**config.mk**
```make
export PLATFORM = sky130hd
export DESIGN_NAME = ms_search_ctrl
export DESIGN_NICKNAME = d
export VERILOG_FILES = /design/src/rtl/ms_pkg.sv /design/src/rtl/ms_pointgen.sv /design/src/rtl/ms_seen_list.sv /design/src/rtl/ms_rank.sv /design/src/rtl/ms_search_ctrl.sv
export SDC_FILE = /design/constraint.sdc
export NUM_CORES = 1
export LEC_CHECK = 0
export CAP_MARGIN = 10
export CORE_ASPECT_RATIO = 1.1
export CORE_MARGIN = 2
export CORE_UTILIZATION = 31
export DETAILED_ROUTE_END_ITERATION = 10
export DONT_BUFFER_PORTS = 1
export SETUP_SLACK_MARGIN = 0.02
export SYNTH_ARGS = -nofsm -noshare
export SYNTH_HDL_FRONTEND = slang
export SYNTH_SLANG_ARGS = --single-unit
```
**constraint.sdc**
```tcl
create_clock -name clk -period 17.38 [get_ports clk]
set_input_delay 0.869 -clock clk [delete_from_list [all_inputs] [get_ports clk]]
set_output_delay 0.869 -clock clk [all_outputs]
set_load 0.02 [all_outputs]
```
**src/rtl/ms_pkg.sv**
```systemverilog
package ms_pkg;
  localparam int HP_W    = 6;
  localparam int HP_MIN  = -(1 << (HP_W - 1));
  localparam int HP_MAX  = (1 << (HP_W - 1)) - 1;
  localparam int DEC_C   = 4;            // coarse decimation per axis
  localparam int DEC_M   = 2;            // middle decimation per axis
  localparam int STEP_C  = 2 * DEC_C;    // coarse grid pitch in half-pels
  localparam int STEP_M  = 2 * DEC_M;    // middle window pitch in half-pels
  localparam int STEP_FI = 2;            // integer-pel pitch
  localparam int STEP_FH = 1;            // half-pel pitch
  localparam int LOC_N   = 3;            // local window side
  localparam int MID_CEN = 3;            // centres at the middle level

  typedef logic signed [HP_W-1:0] hp_t;
  typedef struct packed { hp_t x; hp_t y; } mv_t;

  typedef enum logic [1:0] {PH_COARSE = 2'd0, PH_MID = 2'd1,
                            PH_FINT = 2'd2, PH_FHALF = 2'd3} phase_e;
  typedef enum logic [1:0] {ST_IDLE, ST_ISSUE, ST_WAIT, ST_STEP} state_e;

  // saturate an integer displacement into the legal half-pel range
  function automatic hp_t sat_hp(input int v);
    if (v < HP_MIN) return hp_t'(HP_MIN);
    if (v > HP_MAX) return hp_t'(HP_MAX);
    return hp_t'(v);
  endfunction

  // point idx of an n-wide window of given pitch around base
  function automatic hp_t win_pt(input int idx, input int n, input int pitch, input hp_t base);
    return sat_hp(int'(base) + pitch * (idx - (n - 1) / 2));
  endfunction

  function automatic int pitch_of(input phase_e p);
    case (p)
      PH_COARSE: return STEP_C;
      PH_MID:    return STEP_M;
      PH_FINT:   return STEP_FI;
      default:   return STEP_FH;
    endcase
  endfunction

  function automatic logic [1:0] level_of(input phase_e p);
    case (p)
      PH_COARSE: return 2'd0;
      PH_MID:    return 2'd1;
      default:   return 2'd2;
    endcase
  endfunction
endpackage

```
**src/rtl/ms_pointgen.sv**
```systemverilog
module ms_pointgen import ms_pkg::*; #(
  parameter int COARSE_R = 4,
  parameter int CW       = 4
) (
  input  phase_e         ph,
  input  logic [CW-1:0]  ox,
  input  logic [CW-1:0]  oy,
  input  mv_t            centre,
  output mv_t            pt
);
  localparam int COARSE_N = 2 * COARSE_R + 1;

  always_comb begin
    if (ph == PH_COARSE) begin
      pt.x = win_pt(int'(ox), COARSE_N, STEP_C, '0);
      pt.y = win_pt(int'(oy), COARSE_N, STEP_C, '0);
    end else begin
      pt.x = win_pt(int'(ox), LOC_N, pitch_of(ph), centre.x);
      pt.y = win_pt(int'(oy), LOC_N, pitch_of(ph), centre.y);
    end
  end
endmodule

```
**src/rtl/ms_seen_list.sv**
```systemverilog
module ms_seen_list import ms_pkg::*; #(
  parameter int DEPTH = 27
) (
  input  logic  clk,
  input  logic  rst_n,
  input  logic  clr,
  input  logic  add,
  input  mv_t   add_pt,
  input  mv_t   q_pt,
  output logic  hit
);
  localparam int CNT_W = $clog2(DEPTH + 1);

  mv_t              ent [DEPTH];
  logic [CNT_W-1:0] cnt;
  logic [DEPTH-1:0] match;

  for (genvar g = 0; g < DEPTH; g++) begin : g_ent
    assign match[g] = (CNT_W'(g) < cnt) && (ent[g] == q_pt);
    always_ff @(posedge clk) begin
      if (add && !clr && cnt == CNT_W'(g)) ent[g] <= add_pt;
    end
  end

  assign hit = |match;

  always_ff @(posedge clk) begin
    if (!rst_n)   cnt <= '0;
    else if (clr) cnt <= '0;
    else if (add) cnt <= cnt + 1'b1;
  end


  list_room_chk: assert property (@(posedge clk) disable iff (!rst_n)
    add && !clr |-> cnt < CNT_W'(DEPTH));

  list_fresh_chk: assert property (@(posedge clk) disable iff (!rst_n)
    add && !clr |-> !hit || q_pt != add_pt);
endmodule

```
**src/rtl/ms_rank.sv**
```systemverilog
module ms_rank import ms_pkg::*; #(
  parameter int ERR_W = 16
) (
  input  logic             clk,
  input  logic             rst_n,
  input  logic             clr,
  input  logic             load,
  input  mv_t              ld_pt,
  input  logic [ERR_W-1:0] ld_err,
  output mv_t              b1_pt,
  output logic [ERR_W-1:0] b1_err,
  output mv_t              b2_pt
);
  logic             ok1, ok2;
  logic [ERR_W-1:0] e2;
  logic             beats1, beats2;

  // strict compare keeps the earlier point on a tie
  assign beats1 = !ok1 || (ld_err < b1_err);
  assign beats2 = !ok2 || (ld_err < e2);

  always_ff @(posedge clk) begin
    if (!rst_n || clr) begin
      ok1 <= 1'b0; ok2 <= 1'b0;
      b1_pt <= '0; b2_pt <= '0; b1_err <= '0; e2 <= '0;
    end else if (load) begin
      if (beats1) begin
        b2_pt <= b1_pt; e2 <= b1_err; ok2 <= ok1;
        b1_pt <= ld_pt; b1_err <= ld_err; ok1 <= 1'b1;
      end else if (beats2) begin
        b2_pt <= ld_pt; e2 <= ld_err; ok2 <= 1'b1;
      end
    end
  end


  rank_order_chk: assert property (@(posedge clk) disable iff (!rst_n)
    ok1 && ok2 |-> b1_err <= e2);

  rank_keep_chk: assert property (@(posedge clk) disable iff (!rst_n)
    ok1 && load && !clr && ld_err >= b1_err |=> $stable(b1_pt));
endmodule

```
**src/rtl/ms_search_ctrl.sv**
```systemverilog
module ms_search_ctrl import ms_pkg::*; #(
  parameter int ERR_W    = 16,
  parameter int COARSE_R = 4
) (
  input  logic                   clk,
  input  logic                   rst_n,
  input  logic                   start,
  input  logic                   split_en,
  input  logic signed [HP_W-1:0] pred_x,
  input  logic signed [HP_W-1:0] pred_y,
  output logic                   req_valid,
  input  logic                   req_ready,
  output logic [1:0]             req_level,
  output logic [1:0]             req_blk,
  output logic signed [HP_W-1:0] req_dx,
  output logic signed [HP_W-1:0] req_dy,
  input  logic                   rsp_valid,
  output logic                   rsp_ready,
  input  logic [ERR_W-1:0]       rsp_err,
  output logic                   busy,
  output logic                   done,
  output logic [1:0]             mv_blk,
  output logic signed [HP_W-1:0] mv_x,
  output logic signed [HP_W-1:0] mv_y,
  output logic [ERR_W-1:0]       mv_err
);
  localparam int COARSE_N = 2 * COARSE_R + 1;
  localparam int CW       = $clog2(COARSE_N);
  localparam int DEPTH    = MID_CEN * LOC_N * LOC_N;
  localparam logic [CW-1:0] LIM_C = CW'(COARSE_N - 1);
  localparam logic [CW-1:0] LIM_L = CW'(LOC_N - 1);

  state_e          st;
  phase_e          ph;
  logic [CW-1:0]   ox, oy;
  logic [1:0]      cen, blk;
  logic            split_q;
  mv_t             c0, c1, pv, mc, fc;
  mv_t             centre, cur;
  mv_t             b1_pt, b2_pt;
  logic [ERR_W-1:0] b1_err;

  // named internal events
  logic hit, dup, req_fire, rsp_fire, step_now, start_go;
  logic x_last, y_last, lvl_last, blk_last, stage_clr;
  logic [CW-1:0] lim;

  always_comb begin
    case (ph)
      PH_MID:   centre = (cen == 2'd0) ? c0 : (cen == 2'd1) ? c1 : pv;
      PH_FINT:  centre = mc;
      PH_FHALF: centre = fc;
      default:  centre = '0;
    endcase
  end

  ms_pointgen #(.COARSE_R(COARSE_R), .CW(CW)) u_pointgen (
    .ph(ph), .ox(ox), .oy(oy), .centre(centre), .pt(cur)
  );

  assign start_go  = (st == ST_IDLE) && start;
  assign dup       = (ph != PH_COARSE) && hit;
  assign req_valid = (st == ST_ISSUE) && !dup;
  assign rsp_ready = (st == ST_WAIT);
  assign req_fire  = req_valid && req_ready;
  assign rsp_fire  = rsp_valid && rsp_ready;
  assign step_now  = ((st == ST_ISSUE) && dup) || (st == ST_STEP);
  assign lim       = (ph == PH_COARSE) ? LIM_C : LIM_L;
  assign x_last    = (ox == lim);
  assign y_last    = (oy == lim);
  assign lvl_last  = x_last && y_last && (ph != PH_MID || cen == 2'd2);
  assign blk_last  = !split_q || blk == 2'd3;
  // a search stage ends: new level, or a new sub-block
  assign stage_clr = start_go || (step_now && lvl_last && ph != PH_FINT);

  ms_seen_list #(.DEPTH(DEPTH)) u_seen (
    .clk(clk), .rst_n(rst_n), .clr(stage_clr),
    .add(req_fire && ph != PH_COARSE), .add_pt(cur), .q_pt(cur), .hit(hit)
  );

  ms_rank #(.ERR_W(ERR_W)) u_rank (
    .clk(clk), .rst_n(rst_n), .clr(stage_clr), .load(rsp_fire),
    .ld_pt(cur), .ld_err(rsp_err), .b1_pt(b1_pt), .b1_err(b1_err), .b2_pt(b2_pt)
  );

  assign req_dx    = cur.x;
  assign req_dy    = cur.y;
  assign req_level = level_of(ph);
  assign req_blk   = blk;
  assign busy      = (st != ST_IDLE);

  always_ff @(posedge clk) begin
    if (!rst_n) begin
      st <= ST_IDLE; ph <= PH_COARSE;
      ox <= '0; oy <= '0; cen <= '0; blk <= '0; split_q <= 1'b0;
      c0 <= '0; c1 <= '0; pv <= '0; mc <= '0; fc <= '0;
      done <= 1'b0; mv_blk <= '0; mv_x <= '0; mv_y <= '0; mv_err <= '0;
    end else begin
      done <= 1'b0;
      case (st)
        ST_IDLE: if (start) begin
          pv <= '{x: pred_x, y: pred_y};
          split_q <= split_en;
          ph <= PH_COARSE; ox <= '0; oy <= '0; cen <= '0; blk <= '0;
          st <= ST_ISSUE;
        end
        ST_ISSUE: if (req_fire) st <= ST_WAIT;
        ST_WAIT:  if (rsp_fire) st <= ST_STEP;
        default: ;
      endcase
      if (step_now) begin
        st <= ST_ISSUE;
        if (!x_last) begin
          ox <= ox + 1'b1;
        end else if (!y_last) begin
          ox <= '0; oy <= oy + 1'b1;
        end else begin
          ox <= '0; oy <= '0;
          case (ph)
            PH_COARSE: begin
              c0 <= b1_pt; c1 <= b2_pt; cen <= '0; ph <= PH_MID;
            end
            PH_MID: begin
              if (cen != 2'd2) cen <= cen + 1'b1;
              else begin mc <= b1_pt; ph <= PH_FINT; end
            end
            PH_FINT: begin
              fc <= b1_pt; ph <= PH_FHALF;
            end
            default: begin
              done <= 1'b1; mv_blk <= blk;
              mv_x <= b1_pt.x; mv_y <= b1_pt.y; mv_err <= b1_err;
              ph <= PH_FINT;
              if (blk_last) st <= ST_IDLE;
              else blk <= blk + 1'b1;
            end
          endcase
        end
      end
    end
  end

  // ---------------- assertions ----------------
  logic [1:0] last_lvl;
  always_ff @(posedge clk) begin
    if (!rst_n || start_go) last_lvl <= 2'd0;
    else if (req_fire)      last_lvl <= req_level;
  end


  level_order_chk: assert property (@(posedge clk) disable iff (!rst_n)
    req_valid |-> req_level >= last_lvl);

  coarse_grid_chk: assert property (@(posedge clk) disable iff (!rst_n)
    req_valid && req_level == 2'd0 |->
      ((int'(req_dx) % STEP_C) == 0 || int'(req_dx) == HP_MAX) &&
      ((int'(req_dy) % STEP_C) == 0 || int'(req_dy) == HP_MAX));

  req_hold_chk: assert property (@(posedge clk) disable iff (!rst_n)
    req_valid && !req_ready |=> req_valid && $stable(req_dx) && $stable(req_dy)
      && $stable(req_level) && $stable(req_blk));

  one_out_chk: assert property (@(posedge clk) disable iff (!rst_n)
    req_fire |=> !req_valid && rsp_ready);

  done_pulse_chk: assert property (@(posedge clk) disable iff (!rst_n)
    done |=> !done);

  idle_quiet_chk: assert property (@(posedge clk) disable iff (!rst_n)
    !busy |-> !req_valid && !rsp_ready);

  blk_split_chk: assert property (@(posedge clk) disable iff (!rst_n)
    req_valid && req_blk != 2'd0 |-> split_q && req_level == 2'd2);
endmodule

```
---- After elaboration in Yosys (flattened, before gate mapping) ----
Memory sizes are Yosys's and may differ from the RTL's.
Cells that the tools add are included.
storage, ports and cells
  input port bits ......................... 34
  word-level logic and storage cells ...... 505
  memories ................................ 1
  register bits ........................... 171
  bits in writable memories ............... 324
memory list
  memory      words  width  read ports  clocked after Yosys merged registers in  write ports  RTL line            RTL
  u_seen.ent  27     12     27          0                                        1            ms_seen_list.sv:14  mv_t ent [DEPTH];
operators by class
  eq/ne operators ......................... 70
  reductions and logical operators ........ 128
  $mul .................................... 2
  bitwise logic cells ..................... 3
  order comparisons ....................... 37
  add/subtract/negate cells ............... 11
  mux-type cells .......................... 222
operators with widths
  kind                                                                    number
  12-bit 2-to-1 mux                                                       31
  12-bit equality test                                                    27
  12-bit OR reduction                                                     26
  5-bit 2-to-1 mux                                                        26
  32-bit by 6-bit > comparator with 1-bit output (second input constant)  4
  32-bit by 6-bit < comparator with 1-bit output (second input constant)  4
  1-bit 2-to-1 mux                                                        107
  6-bit 2-to-1 mux                                                        16
  1-bit logical AND                                                       66
  6-bit by 32-bit adder with 32-bit output                                2
  32-bit by 32-bit multiplier with 32-bit output                          2
  5-bit equality test (second input constant)                             11
  5-bit < comparator (first input constant)                               11
  2-bit 2-to-1 mux                                                        23
  5-bit by 4-bit equality test with 1-bit output (second input constant)  8
  4-bit by 5-bit < comparator with 1-bit output (first input constant)    8
  4-bit 2-to-1 mux                                                        10
  12-bit one-hot mux with 3 select lines                                  1
  16-bit < comparator                                                     2
  16-bit 2-to-1 mux                                                       2
  32-bit 2-to-1 mux                                                       1
  27-bit OR reduction                                                     1
  5-bit by 3-bit equality test with 1-bit output (second input constant)  4
  3-bit by 5-bit < comparator with 1-bit output (first input constant)    4
  other kinds (31)                                                        76

---- Longest topological paths before layout ----
  word-level depth ........................ 54
  depth in mapped cells ................... 43
  gate-level depth less buffers ........... 35

---- Modules after synthesis ----
Synthesis repeated with hierarchy kept, for this count alone.
unflattened totals
  cell total of the unflattened synthesis .. 2252
  area total of the unflattened synthesis .. 25490.7 um^2
by module, submodules not included
  module          instances  area an instance (um^2)  cells an instance
  ms_seen_list    1          14300.0                  923
  ms_search_ctrl  1          5057.4                   585
  ms_rank         1          3405.8                   406
  ms_pointgen     1          2727.6                   338

---- Worst setup path before layout ----
Ideal clock, no wire load.
  kind .................................... register to register
  from .................................... register oy[3]
  to ...................................... memory u_seen.ent[0][132] in the netlist's numbering (enable)
  data required time ...................... 16.968 ns
  path buffers ............................ 6
  clock period less this slack ............ 11.125 ns
  stages on the path, launching flop included .. 37
  path slack .............................. 6.255 ns
  library setup time ...................... 0.412 ns
  data arrival time ....................... 10.713 ns
  cells stage by stage .................... dfxtp_1 clkbuf_1 buf_1 buf_1 clkbuf_1 xnor2_1 nand2b_1 fa_1 fa_1 inv_1 fa_1 fa_1 ha_1 a21o_1 and4_1 o211a_1 or2_2 a21o_1 ha_1 nor4_1 nand3_1 mux2_2 a211oi_2 a31oi_1 or2_2 clkbuf_1 nor2_1 clkinv_1 xnor2_1 nand4_1 o22ai_1 nor4_1 nand4_2 a21oi_2 buf_4 o41ai_4 nor4_1
between the ends
  longest elaborated chain between the ends .. 51
  elaborated cells between the ends (all ways) .. 254
  those cells by class .................... add/sub: 3; mul: 1; order compare: 4; eq/ne: 28; mux: 123; reduce/logical: 95
RTL lines
  what                                                                                  RTL line               RTL
  start, declared                                                                       ms_search_ctrl.sv:35   logic [CW-1:0] ox, oy;
  start signal, assigned                                                                ms_search_ctrl.sv:95   ox <= '0; oy <= '0; cen <= '0; blk <= '0; split_q <= 1'b0;
  start signal, assigned                                                                ms_search_ctrl.sv:104  ph <= PH_COARSE; ox <= '0; oy <= '0; cen <= '0; blk <= '0;
  start signal, assigned                                                                ms_search_ctrl.sv:116  ox <= '0; oy <= oy + 1'b1;
  4-bit by 1-bit subtractor with 5-bit output                                           ms_pkg.sv:30           return sat_hp(int'(base) + pitch * (idx - (n - 1) / 2));
  32-bit by 32-bit multiplier with 32-bit output                                        ms_pkg.sv:30
  6-bit by 32-bit adder with 32-bit output                                              ms_pkg.sv:30
  32-bit by 6-bit > comparator with 1-bit output                                        ms_pkg.sv:24           if (v > HP_MAX) return hp_t'(HP_MAX);
  1-bit 2-to-1 mux (2 in series)                                                        ms_pkg.sv:24
  1-bit 2-to-1 mux                                                                      ms_pointgen.sv:14      if (ph == PH_COARSE) begin
  6-bit 2-to-1 mux                                                                      ms_pkg.sv:25           return hp_t'(v);
  6-bit 2-to-1 mux                                                                      ms_pkg.sv:24
  [... 1 more ...]                                                                      -
  via req_dy[0]                                                                         ms_search_ctrl.sv:16   output logic signed [HP_W-1:0] req_dy,
  [... 8 more ...]                                                                      -
  1-bit logical OR                                                                      ms_search_ctrl.sv:74   assign stage_clr = start_go || (step_now && lvl_last && ph != PH_FINT);
  1-bit logical NOT                                                                     ms_seen_list.sv:21     if (add && !clr && cnt == CNT_W'(g)) ent[g] <= add_pt;
  1-bit logical AND *                                                                   ms_seen_list.sv:21
  1-bit logical AND                                                                     ms_seen_list.sv:21
  1-bit 2-to-1 mux                                                                      ms_seen_list.sv:21
  1-bit 2-to-1 mux (not written as such)                                                ms_seen_list.sv:21
  12-bit OR reduction (no source line)                                                  -
  5-bit 2-to-1 mux (no source line) or 1-bit 2-to-1 mux (tied branches) (26 in series)  -
  end, declared                                                                         ms_seen_list.sv:14
Mark *: on every way through the listed nets, which the timed path passes. The rest lies on a longest branch. The select of a mux whose other input is x is not followed.

---- Worst setup path in the final report ----
  from .................................... register oy[0]
  to ...................................... memory u_seen.ent[0][26] in the netlist's numbering (enable)
between the ends
  longest elaborated chain between the ends .. 51
  elaborated cells between the ends (all ways) .. 254
  those cells by class .................... add/sub: 3; mul: 1; order compare: 4; eq/ne: 28; mux: 123; reduce/logical: 95
RTL lines
  what                                                                                  RTL line
  4-bit by 1-bit subtractor with 5-bit output                                           ms_pkg.sv:30
  32-bit by 32-bit multiplier with 32-bit output                                        ms_pkg.sv:30
  6-bit by 32-bit adder with 32-bit output                                              ms_pkg.sv:30
  32-bit by 6-bit > comparator with 1-bit output                                        ms_pkg.sv:24
  1-bit 2-to-1 mux (2 in series)                                                        ms_pkg.sv:24
  1-bit 2-to-1 mux                                                                      ms_pointgen.sv:14
  6-bit 2-to-1 mux                                                                      ms_pkg.sv:25
  6-bit 2-to-1 mux                                                                      ms_pkg.sv:24
  [... 9 more ...]                                                                      -
  1-bit logical OR                                                                      ms_search_ctrl.sv:74
  1-bit logical NOT                                                                     ms_seen_list.sv:21
  1-bit logical AND *                                                                   ms_seen_list.sv:21
  1-bit logical AND                                                                     ms_seen_list.sv:21
  1-bit 2-to-1 mux                                                                      ms_seen_list.sv:21
  1-bit 2-to-1 mux (not written as such)                                                ms_seen_list.sv:21
  12-bit OR reduction (no source line)                                                  -
  5-bit 2-to-1 mux (no source line) or 1-bit 2-to-1 mux (tied branches) (26 in series)  -
Every way passes the cells marked *; elsewhere a longest branch is shown, timed or not. The select of a mux whose other input is x is not followed.

==> PnR_summary.wiki <==
{| class="wikitable"
! Metric !! Value
|-
| Result of the run || finished clean
|-
| Vias per inst || 5.91
|-
| Leading post-synthesis cells by cell area || edfxtp_1, dfxtp_1, ha_1
|-
| Arrival time of the worst setup path || 13.42 ns
|-
| Reg2reg path depth || 33
|-
| Remaining design rule violation count || 0
|-
| Chip Width || 298 um
|-
| Number of failing hold endpoints at the final stage || 0
|-
| Floorplan Core Area || 94000 um2
|-
| Clock tree root buffer cell || clkbuf_16
|-
| Vert. Die Dim || 327 um
|-
| Summed area of non-filler cells in the final layout || about 33000 um2
|-
| Dpl cell area || 31200 um2
|-
| Number of CTS-inserted buffers || 53
|-
| Number of enable-type register cells in the synthesized netlist || 324
|-
| Most frequently used cell type in the post-synthesis netlist || edfxtp_1
|-
| Count of yosys warnings during synthesis || 0
|-
| Instance count of the mapped netlist || 2955
|-
| Number of nets with antenna violations after detailed routing || 0
|-
| Post-Place Cells || 4143
|-
| Initial antenna violation count || 8
|-
| Biggest area consumer among synthesized cells || edfxtp_1
|-
| Detailed-route wire length per cell || about 27 um
|-
| Seq cells post-synth || 495
|-
| Clk slew on worst S/H paths || 0.07 ns
|-
| Critical-path top delay cell || a21oi_2
|-
| Power per standard cell area || 82.1 nW/um2
|-
| Placer congestion estimate || 1.05
|-
| Input/output buffers || 0
|-
| Top cell by count, worst path || fa_1
|-
| Start point of the worst hold path || rst_n
|-
| Final Non-Filler Cells || 4241
|-
| Wirelength, routed || 114000 um
|-
| Full die area || 97300 um2
|-
| Overflow left after global routing || 0
|-
| Leakage || 10.6 nW
|-
| Number of violations reported at the end of detailed-routing iteration 0 || 3231
|-
| Area fraction of the dominant cell type after synthesis || 33.1%
|-
| CTS Sinks || 495
|-
| Ys async rst share || 0%
|-
| Setup skew after layout || 0.0453 ns
|-
| Worst slew margin relative to its limit || slightly below 5%
|-
| Slew at the pin closest to its max-slew limit || 1.42 ns
|-
| Slew Viols, Final || 0
|-
| Worst Path Class, Setup || register to register
|-
| # setup viols final || 0
|-
| Maximum number of buffers from clock root to sink || 3
|-
| Family with the most delay on the worst path || simple AND/OR/NAND/NOR gates
|-
| Tot GR Track Use || 22.5%
|-
| Maximum number of pins on one net before global-route repair || 77
|-
| Global-route wire length before repair || approximately 160000 um
|-
| Area growth from synthesis to final layout || 11.9%
|-
| Number of global-route vias before repair || 23.7k
|-
| Final Hold Slack || 0.358 ns
|-
| Clock tree from TritonCTS || done
|-
| Vias after detailed routing || 25.1k
|-
| Maximum cell stage delay along the critical path || 0.91 ns
|-
| Floorplan row count || around 120
|-
| Synth top cells by count || edfxtp_1, nand2_1, nor2_1, dfxtp_1, xnor2_1
|-
| Main synth FF type || edfxtp_1
|-
| Hold/Removal Path Class || primary input to register
|-
| Post-CTS Hold Buffers || 0
|-
| H-tree Lvls || 2
|-
| CP Launch Type || register
|-
| Max-capacitance violation count || 0
|-
| Number of distinct library cells after synthesis || 105
|-
| Achievable clock frequency || between 70 and 80 MHz
|-
| Synthesized area per cell || 9.95 um2
|-
| Required arrival time at the worst endpoint || 17.66 ns
|-
| Total power || 2.70 mW
|-
| Final critical-path share of the clock period || 75.6%
|-
| RSZ-0062 raised after global routing || no
|-
| Final Critical Period || between 10 and 15 ns
|-
| Clock network latency to the later pin of the worst-skew pair || 0.66 ns
|-
| Number of setup buffers added after CTS || 0
|-
| Number of buffer and inverter stages on the critical path || 5
|-
| R2r setup slk || around 4.2 ns
|-
| Post-synthesis instance area || 29400 um2
|-
| Effective utilization at floorplan || 31.3%
|-
| Reg-to-Reg End || u_seen.ent[0][26]$_DFFE_PP_
|-
| Syn_nets || between 3k and 4k
|-
| I/O Pins || 84
|-
| Seq/Total Area, Yosys || 44.8%
|-
| Cells on Worst Hold Path || 1
|-
| Number of nets at the end of the flow || 3108
|-
| Cts repair resizes || 0
|-
| Share of cells above drive strength 1 || 9.63%
|-
| Total iterations of the first detailed-routing run || 8
|-
| Largest fanout of any net on the critical path || 27
|-
| Total negative setup slack || 0 ns
|-
| Worst reg2reg startpoint || oy[0]$_SDFF_PN0_
|-
| Type of element capturing the critical path || register
|-
| End of the worst hold path || done$_SDFF_PN0_
|-
| Maximum VDD drop || roughly 76 uV
|-
| Detailed-placement wirelength estimate || 77900 um
|}
[cell usage in the layout (no fill, tap or decap), types with 21 or more instances in the layout]
| cell type | n |
|---|---|
| nand2b_1 | 24 |
| xor2_1 | 51 |
| nand3_1 | 65 |
| o21ai_0 | 116 |
| mux2i_1 | 129 |
| nor3_1 | 73 |
| or3_1 | 42 |
| a21o_1 | 22 |
| xnor2_1 | 159 |
| inv_1 | 108 |
| and3_1 | 25 |
| nand2_1 | 267 |
| a31oi_1 | 21 |
| nor2b_1 | 22 |
| a211oi_1 | 43 |
| clkbuf_16 | 53 |
| a2111oi_0 | 22 |
| o2111ai_1 | 25 |
| nor2_1 | 244 |
| nand4_1 | 51 |
| edfxtp_1 | 324 |
| a21oi_1 | 123 |
| dfxtp_1 | 170 |
| nor4_1 | 47 |
| ha_1 | 114 |
| o211ai_1 | 26 |
| buf_4 | 101 |
| o22ai_1 | 25 |
| fa_1 | 21 |
[per-stage QoR]
step,worst slack [ns],utilization (%)
6_report,4.24,35.0
5_1_grt,3.76,35.0
4_1_cts,4.45,35.0
3_5_place_dp,4.48,33.2
3_3_place_gp,4.75,33.2
2_1_floorplan,6.26,-
[worst reg2reg max path: cells and delay by family, from the launching register on]
kind | cells | cell delay [ns]
AO/OA/AOI/OAI | 8 | 2.93
flip-flops | 1 | 0.67
buffers and inverters | 5 | 1.45
AND/OR/NAND/NOR | 12 | 4.88
XOR/XNOR | 1 | 0.13
adder cells (fa/ha/maj) | 7 | 2.72
[state kept, by name (all words and copies together) (netlist names), 4 cells and up]
name and cells:
u_seen.ent 324, mv_err 16, u_rank.b1_err 16, u_rank.e2 16, c0 12, c1 12, fc 12, mc 12
pv 12, u_rank.b1_pt 12, u_rank.b2_pt 12, mv_x 6, mv_y 6, u_seen.cnt 5, ox 4, oy 4
[how the worst max path moves through the flow]
| stage | startpoint | to | slack (ns) | cells past startpoint |
|---|---|---|---|---|
| after floorplan | oy[3]$_SDFF_PN0_ | u_seen.ent[0][132]$_DFFE_PP_ | 6.26 | 36 |
| after global placement | ph[0]$_SDFF_PN0_ | u_seen.ent[0][28]$_DFFE_PP_ | 4.75 | 33 |
| after CTS | oy[0]$_SDFF_PN0_ | u_seen.ent[0][27]$_DFFE_PP_ | 4.45 | 33 |
| after global routing | ph[1]$_SDFF_PN0_ | u_seen.ent[0][30]$_DFFE_PP_ | 3.76 | 33 |
| final | oy[0]$_SDFF_PN0_ | u_seen.ent[0][26]$_DFFE_PP_ | 4.24 | 33 |
| after detailed placement | oy[0]$_SDFF_PN0_ | u_seen.ent[0][29]$_DFFE_PP_ | 4.48 | 33 |
[report_power, final]
part / total (mW) / internal (mW) / switching [mW]
registers: 1.27 / 1.26 / 0.0154
clock network: 1.13 / 0.628 / 0.505
logic: 0.293 / 0.0870 / 0.206
total: 2.70 / 1.97 / 0.727
[layer usage]
layer | vias to the layer above | GRT usage [%] | part of all wire (%)
met5 | - | 0 | 0.061
met4 | 10 | 14.1 | 7.0
met3 | 407 | 5.03 | 9.9
met2 | 1467 | 35.5 | 45
met1 | 12100 | 28.0 | 39
li1 | 11000 | - | -
[logic make-up after synthesis]
kind of cell / Yosys count / share of synthesized area [%]
AOI/OAI and AO/OA: 656 / 16.0
xor gates and xnor gates: 210 / 6.26
adders and majority gates: 136 / 6.33
buffers and inverters: 293 / 4.14
DFF: 495 / 44.8
muxes: 139 / 4.78
and+or+nand+nor: 1026 / 17.7
[final cells by class]
| cell class | count | area [um2] |
|---|---|---|
| Antenna cell | 2 | 5.00 |
| Clock buffer | 70 | 1430 |
| Clock inverter | 26 | 275 |
| Fill cell | 9370 | 61200 |
| Inverter | 120 | 455 |
| Multi-Input combinational cell | 2167 | 15200 |
| Sequential cell | 495 | 13200 |
| Tap cell | 1260 | 1580 |
| Timing Repair Buffer | 101 | 758 |
(Power assumes the default switching activity.)
